### src/rtl/sclk_pkg.sv
package sclk_pkg;

  localparam int CNT_W = 2;

  typedef enum logic [1:0] {
    TR_DIRECT = 2'b00,
    TR_INVERT = 2'b01,
    TR_DIV15  = 2'b10,
    TR_DIV25  = 2'b11
  } treat_e;

  typedef struct packed {
    treat_e treat;
    logic   idle;
  } shape_t;

  // Number of source strobes that one half of the output period spans.
  // away_half = 1 selects the half spent away from the idle level.
  function automatic logic [CNT_W-1:0] half_len(treat_e t, logic away_half);
    logic [CNT_W-1:0] n;
    unique case (t)
      TR_DIV15: n = away_half ? 2'd2 : 2'd1;
      TR_DIV25: n = away_half ? 2'd3 : 2'd2;
      default:  n = 2'd1;
    endcase
    return n;
  endfunction

  // Whether the capture strobe rides on the leading edge.
  function automatic logic sample_on_lead(treat_e t);
    return t != TR_INVERT;
  endfunction

endpackage

### src/rtl/sclk_cfg_hold.sv
module sclk_cfg_hold
  import sclk_pkg::*;
#(
  parameter int SEL_W = 2
) (
  input  logic             clk,
  input  logic             rst_n,
  input  logic             capture,
  input  logic [SEL_W-1:0] src_in,
  input  logic [1:0]       treat_in,
  input  logic             idle_in,
  output logic [SEL_W-1:0] src_q,
  output shape_t           shape_q
);

  always_ff @(posedge clk or negedge rst_n) begin
    if (!rst_n) begin
      src_q         <= '0;
      shape_q.treat <= TR_DIRECT;
      shape_q.idle  <= 1'b0;
    end else if (capture) begin
      src_q         <= src_in;
      shape_q.treat <= treat_e'(treat_in);
      shape_q.idle  <= idle_in;
    end
  end


  cfg_frozen_chk: assert property (@(posedge clk) disable iff (!rst_n)
    !capture |=> ($stable(src_q) && $stable(shape_q)));

endmodule

### src/rtl/sclk_src_mux.sv
module sclk_src_mux #(
  parameter int N_REF = 3,
  parameter int SEL_W = 2
) (
  input  logic [N_REF-1:0] ref_stb,
  input  logic [SEL_W-1:0] src_q,
  output logic             step_stb
);

  logic [N_REF-1:0] hit;

  for (genvar i = 0; i < N_REF; i++) begin : g_src
    assign hit[i] = ref_stb[i] && (src_q == SEL_W'(i));
  end

  assign step_stb = |hit;

endmodule

### src/rtl/sclk_phase_gen.sv
module sclk_phase_gen
  import sclk_pkg::*;
(
  input  logic   clk,
  input  logic   rst_n,
  input  logic   run,
  input  logic   step_stb,
  input  shape_t shape_q,
  output logic   away,
  output logic   sample_stb,
  output logic   shift_stb
);

  logic [CNT_W-1:0] cnt;
  logic [CNT_W-1:0] cnt_inc;
  logic [CNT_W-1:0] len_now;
  logic             live;
  logic             step;
  logic             flip;
  logic             lead_next;
  logic             lead_samples;

  assign live         = run || away;
  assign step         = live && step_stb;
  assign cnt_inc      = cnt + 1'b1;
  assign len_now      = half_len(shape_q.treat, away);
  assign flip         = step && (cnt_inc == len_now);
  assign lead_next    = !away;
  assign lead_samples = sample_on_lead(shape_q.treat);

  always_ff @(posedge clk or negedge rst_n) begin
    if (!rst_n) begin
      away       <= 1'b0;
      cnt        <= '0;
      sample_stb <= 1'b0;
      shift_stb  <= 1'b0;
    end else begin
      sample_stb <= flip && (lead_next == lead_samples);
      shift_stb  <= flip && (lead_next != lead_samples);
      if (flip) begin
        away <= !away;
        cnt  <= '0;
      end else if (step) begin
        cnt <= cnt_inc;
      end else if (!live) begin
        cnt <= '0;
      end
    end
  end


  cnt_in_half_chk: assert property (@(posedge clk) disable iff (!rst_n)
    cnt < len_now);


  strobe_excl_chk: assert property (@(posedge clk) disable iff (!rst_n)
    !(sample_stb && shift_stb));


  strobe_on_edge_chk: assert property (@(posedge clk) disable iff (!rst_n)
    (sample_stb || shift_stb) |-> (away != $past(away)));


  rest_hold_chk: assert property (@(posedge clk) disable iff (!rst_n)
    (!run && !away) |=> !away);

endmodule

### src/rtl/sclk_gen.sv
module sclk_gen
  import sclk_pkg::*;
#(
  parameter int N_REF = 3,
  parameter int SEL_W = 2
) (
  input  logic             clk,
  input  logic             rst_n,
  input  logic [N_REF-1:0] ref_stb,
  input  logic [SEL_W-1:0] src_sel,
  input  logic [1:0]       treat_sel,
  input  logic             idle_lvl,
  input  logic             run,
  output logic             sck_out,
  output logic             sample_stb,
  output logic             shift_stb
);

  localparam logic [SEL_W-1:0] SRC_OFF = SEL_W'(N_REF);

  logic [SEL_W-1:0] src_q;
  shape_t           shape_q;
  logic             step_stb;
  logic             away_w;
  logic             capture_w;

  assign capture_w = !run && !away_w;

  sclk_cfg_hold #(.SEL_W(SEL_W)) u_cfg (
    .clk      (clk),
    .rst_n    (rst_n),
    .capture  (capture_w),
    .src_in   (src_sel),
    .treat_in (treat_sel),
    .idle_in  (idle_lvl),
    .src_q    (src_q),
    .shape_q  (shape_q)
  );

  sclk_src_mux #(.N_REF(N_REF), .SEL_W(SEL_W)) u_mux (
    .ref_stb  (ref_stb),
    .src_q    (src_q),
    .step_stb (step_stb)
  );

  sclk_phase_gen u_phase (
    .clk        (clk),
    .rst_n      (rst_n),
    .run        (run),
    .step_stb   (step_stb),
    .shape_q    (shape_q),
    .away       (away_w),
    .sample_stb (sample_stb),
    .shift_stb  (shift_stb)
  );

  assign sck_out = away_w ^ shape_q.idle;


  gated_src_chk: assert property (@(posedge clk) disable iff (!rst_n)
    (src_q == SRC_OFF) |-> !away_w);


  away_no_capture_chk: assert property (@(posedge clk) disable iff (!rst_n)
    away_w |=> $stable(shape_q.idle));

endmodule

### config.mk
export PLATFORM = sky130hd
export DESIGN_NAME = sclk_gen
export DESIGN_NICKNAME = d
export VERILOG_FILES = /design/src/rtl/sclk_pkg.sv /design/src/rtl/sclk_cfg_hold.sv /design/src/rtl/sclk_src_mux.sv /design/src/rtl/sclk_phase_gen.sv /design/src/rtl/sclk_gen.sv
export SDC_FILE = /design/constraint.sdc
export NUM_CORES = 1
export LEC_CHECK = 0
export ABC_AREA = 1
export BUFFER_PORTS_ARGS = -buffer_cell sky130_fd_sc_hd__buf_2
export CORE_MARGIN = 4
export CORE_UTILIZATION = 25
export DETAILED_ROUTE_END_ITERATION = 8
export GPL_TIMING_DRIVEN = 0
export SYNTH_ARGS = -nofsm -noshare
export SYNTH_HDL_FRONTEND = slang
export SYNTH_SLANG_ARGS = --single-unit
### constraint.sdc
create_clock -name clk -period 1 [get_ports clk]
set_input_delay 0.05 -clock clk [delete_from_list [all_inputs] [get_ports clk]]
set_output_delay 0.05 -clock clk [all_outputs]
set_load 0.005 [all_outputs]
==> summary by stage <==
Critical path
The logic depth of the worst register-to-register path is 7. The worst setup path is captured at an output port. The setup path with the least slack is of type flip-flop to output port.

For the worst setup path, the data required time is 950 ps. The timing startpoint of the critical path is u_phase.away. The worst path arrival time is 1140 ps. The startpoint type of the worst setup path is a flip-flop.

The worst-case register-to-register setup slack is -170 ps. The worst register-to-register path begins at u_phase.away. In this run the worst setup path terminates at sck_out. Of all nets on the critical path, the largest fanout is 6. The endpoint identified for the worst register-to-register timing path is u_phase.away.

Routing
The number of detailed-route iterations in the first pass is 4. The total length of routed wires is roughly 1.1 mm. The routed layout has 496 vias. In the final routed layout, each cell accounts on average for 8.824 um.

The per-cell via count in the routed design is about 4.2. For this run, design rule violations remaining after detail routing come to 0. The residual antenna-violating net count after detailed routing is 0. The routed design uses roughly 510 um of met2 wire. The total routed wire length on the met1 layer is ~470 um. After the first detailed-routing iteration, the DRC count stood at 5. The routed design uses ~73 um of met3 wire. The top routing layer in use is met3.

Logic synthesis
Of the synthesized area, sequential elements account for 0.4773. The number of synthesized flops with an enable pin is 0. The net count of the mapped netlist is 77. The total of flip-flops plus latches after synthesis is 10. The number of distinct library cells after synthesis is 19.

The average instance in the mapped netlist occupies ~7.9 um2. During synthesis, Yosys emitted a total of 0 warnings. The fraction of synthesis flops using an asynchronous set or reset pin is 1.000. Ranked by total cell area, the synthesized netlist is headed by dfrtp_1 (48%), nand2_1 (16%), nand3_1 (4.8%), inv_1 (4.3%), o21ai_0 (3.8%). The proportion of netlist area held by the largest area contributor is 0.4773. The main flop type after synthesis is dfrtp_1. Synthesis produced a netlist whose cell count is between 60 and 70. The post-synth design cell area is 524.3 um2. The dominant cell type by area after synthesis is dfrtp_1.

Global routing
For this run, the total global-route usage over all layers was measured as 0.08497. The first global-routing pass estimated 1.773 mm of wire. The number of global-route vias before repair was around 460.

The total global routing overflow is 0. The number of antenna violations at the first check in global routing is 0. The maximum number of pins on one net before global-route repair is 11.

Pwr
The total internal power is about 1400 uW. Of the total power, the clock network draws 0.158. The total power after layout is 2277 uW. The power share of the combinational group is 0.539.

The net switching component of the power is 908.9 uW. IR analysis of the VDD net gives a maximum drop of around 1400 uV. The leakage power total is slightly below 0.0004 uW. Of the total power, the share spent switching nets is 0.3992. The sequential fraction of design power is 0.303. Power spread over the standard cell area amounts to around 2800 nW/um2.

Timing
Of the available clock period, the critical path in the final layout requires 1.193. At the pin with the least slew margin, the transition time is about 230 ps. The final number of max-transition violations is 0. The clock arrives with roughly 7.7 ps of skew. Setup slack on the critical path of the routed design comes to -192.8 ps. The clock period minus final worst setup slack is 1193 ps.

Setup repair after global routing could not meet its margin everywhere. The final setup violation count is 11. The final hold violation count is 0.

Headroom to the max-slew limit came out at 0.8446. The highest clock frequency the design can meet is about 0.84 GHz.

Placement
The final weighted congestion in routability-driven placement is about 0.75. Summing all placed instances gives a cell area of approximately 640 um2. The detailed placer's ending HPWL is 796.1 um. During placement, the flow inserted port buffers numbering 13.

Layout
The number of filler instances in the final layout is 195. The diode insertion count for antenna repair is 0. The count of nets after finishing is 104. The total non-filler cell area in the finished layout is 800.8 um2. The area growth from synthesis to layout is 52.74%. The share of final-layout standard cells stronger than drive strength 1 is 0.4022.

Outcome
The flow ran to the end, but the final reports show violations. The checks that failed: negative setup slack.

Die
In this run the core area contains 16 standard-cell rows. The floorplan die area is a little under 3000 um2. The die width is between 50 and 60 um. The die is approximately 54 um tall. During I/O placement, the number of pins put on the boundary was 14. For this configuration, the core starts out at a cell density of 0.2645. The core region is 1982 um2.

Clocking
The clock latency of the later-clocked register in the worst-skew pair is ~260 ps. The clock passes through at most 2 buffers. The post-CTS clock slew at the launch and capture registers of the worst setup and hold paths is around 70 ps. TritonCTS built the clock tree.

The clock sink count is 10. The root cell of the clock tree is clkbuf_4. The number of clock buffers inserted by TritonCTS is 3.

The H-tree level count is 1.

Min path
The path class of the tightest hold or removal check is input port to flip-flop.

Run
The count of maximum capacitance violations is 0.
[critical path, cell delays in order (launching register included)]
cell and delay [ps]:
dfrtp_1 370, buf_6 140, buf_12 120, xor2_1 130, buf_2 120
[power by group through the flow]
stage / Combinational (uW) / Sequential (uW) / Clock [uW]
2_1_floorplan: 747 / 673 / 0
3_3_place_gp: 938 / 683 / 0
3_5_place_dp: 959 / 691 / 0
4_1_cts: 1030 / 682 / 373
5_1_grt: 1370 / 713 / 396
6_report: 1230 / 690 / 360
[registers in the layout, indices dropped and copies added, names as in the netlist]
register and cells:
u_phase.cnt 2, u_phase.away 1, u_phase.shift_stb 1, u_cfg.shape_q 3
u_cfg.src_q 2, u_phase.sample_stb 1
[per-layer routing]
| layer | up-vias | global-route usage |
|---|---|---|
| met5 | - | 0 |
| met4 | 0 | 0.04255 |
| met3 | 0 | 0.02770 |
| met2 | 14 | 0.1391 |
| met1 | 217 | 0.09831 |
| li1 | 265 | - |
[cell type report]
| class | count | area (um2) | area share |
|---|---|---|---|
| flip-flops and latches | 10 | 251.5 | 0.3141 |
| repair buffers | 22 | 165.2 | 0.2062 |
| well taps | 27 | 33.78 | 0.04219 |
| plain buffers | 1 | 11.26 | 0.01406 |
| clock buffers | 4 | 36.28 | 0.04531 |
| multi-input cells | 48 | 276.5 | 0.3453 |
| inverters | 7 | 26.28 | 0.03281 |
[logic make-up (layout without fill, tap and decap cells)]
kind of cell           Yosys count  count (layout)  synth area share
AND/OR/NAND/NOR                 39              39            0.3508
flip-flops                      10              10            0.4773
XOR/XNOR                         1               1           0.01671
buffers and inverters            8              34           0.07159
AO/OA/AOI/OAI                    8               8           0.08353
[synth_stat cells (2+ instances only)]
master / instances
dfrtp_1: 10
inv_1: 6
nand2_1: 22
nand2_2: 2
nand3_1: 5
nor2_1: 5
o21ai_0: 4
[stage by stage]
step / hold slack (ps) / std cells / util / worst slack [ps] / TNS, ps
after floorplan: -245.6 / 66 / - / -77.55 / -147.7
after global placement: -75.41 / 106 / 0.3207 / -136.7 / -492.8
after detailed placement: -73.17 / 106 / 0.3207 / -191.5 / -672.6
after CTS: 0.6958 / 116 / 0.3731 / -180.4 / -696.7
after global routing: 17.14 / 119 / 0.4040 / -243.7 / -1894
final: 20.20 / 119 / 0.4040 / -192.8 / -1139
[layout by cell type (no fill, tap or decap), types with 2 or more instances in the layout]
master,count
nand3_1,5
dfrtp_1,9
nor2_1,3
o21ai_1,4
buf_6,3
nor2_4,2
dlygate4sd3_1,5
nand2_1,17
buf_2,13
nand2_2,6
clkbuf_4,3
inv_1,6
[timing repair]
| item | CTS | global route |
|---|---|---|
| pin swaps | 5 | 6 |
| hold endpoints to repair | 14 | 0 |
| setup buffers | 1 | 3 |
| gates resized for setup | 2 | 12 |
| hold buffers | 5 | 0 |
| setup endpoints to repair | 8 | 10 |
[worst min path at each step]
stage,from,to,cells after the start
3_3_place_gp,rst_n,u_cfg.src_q[1],1
4_1_cts,src_sel[0],u_cfg.src_q[0],3
2_1_floorplan,rst_n,u_cfg.shape_q[0],0
3_5_place_dp,rst_n,u_cfg.shape_q[0],1
5_1_grt,src_sel[0],u_cfg.src_q[0],3
6_report,src_sel[0],u_cfg.src_q[0],3
(Power assumes the default switching activity.)
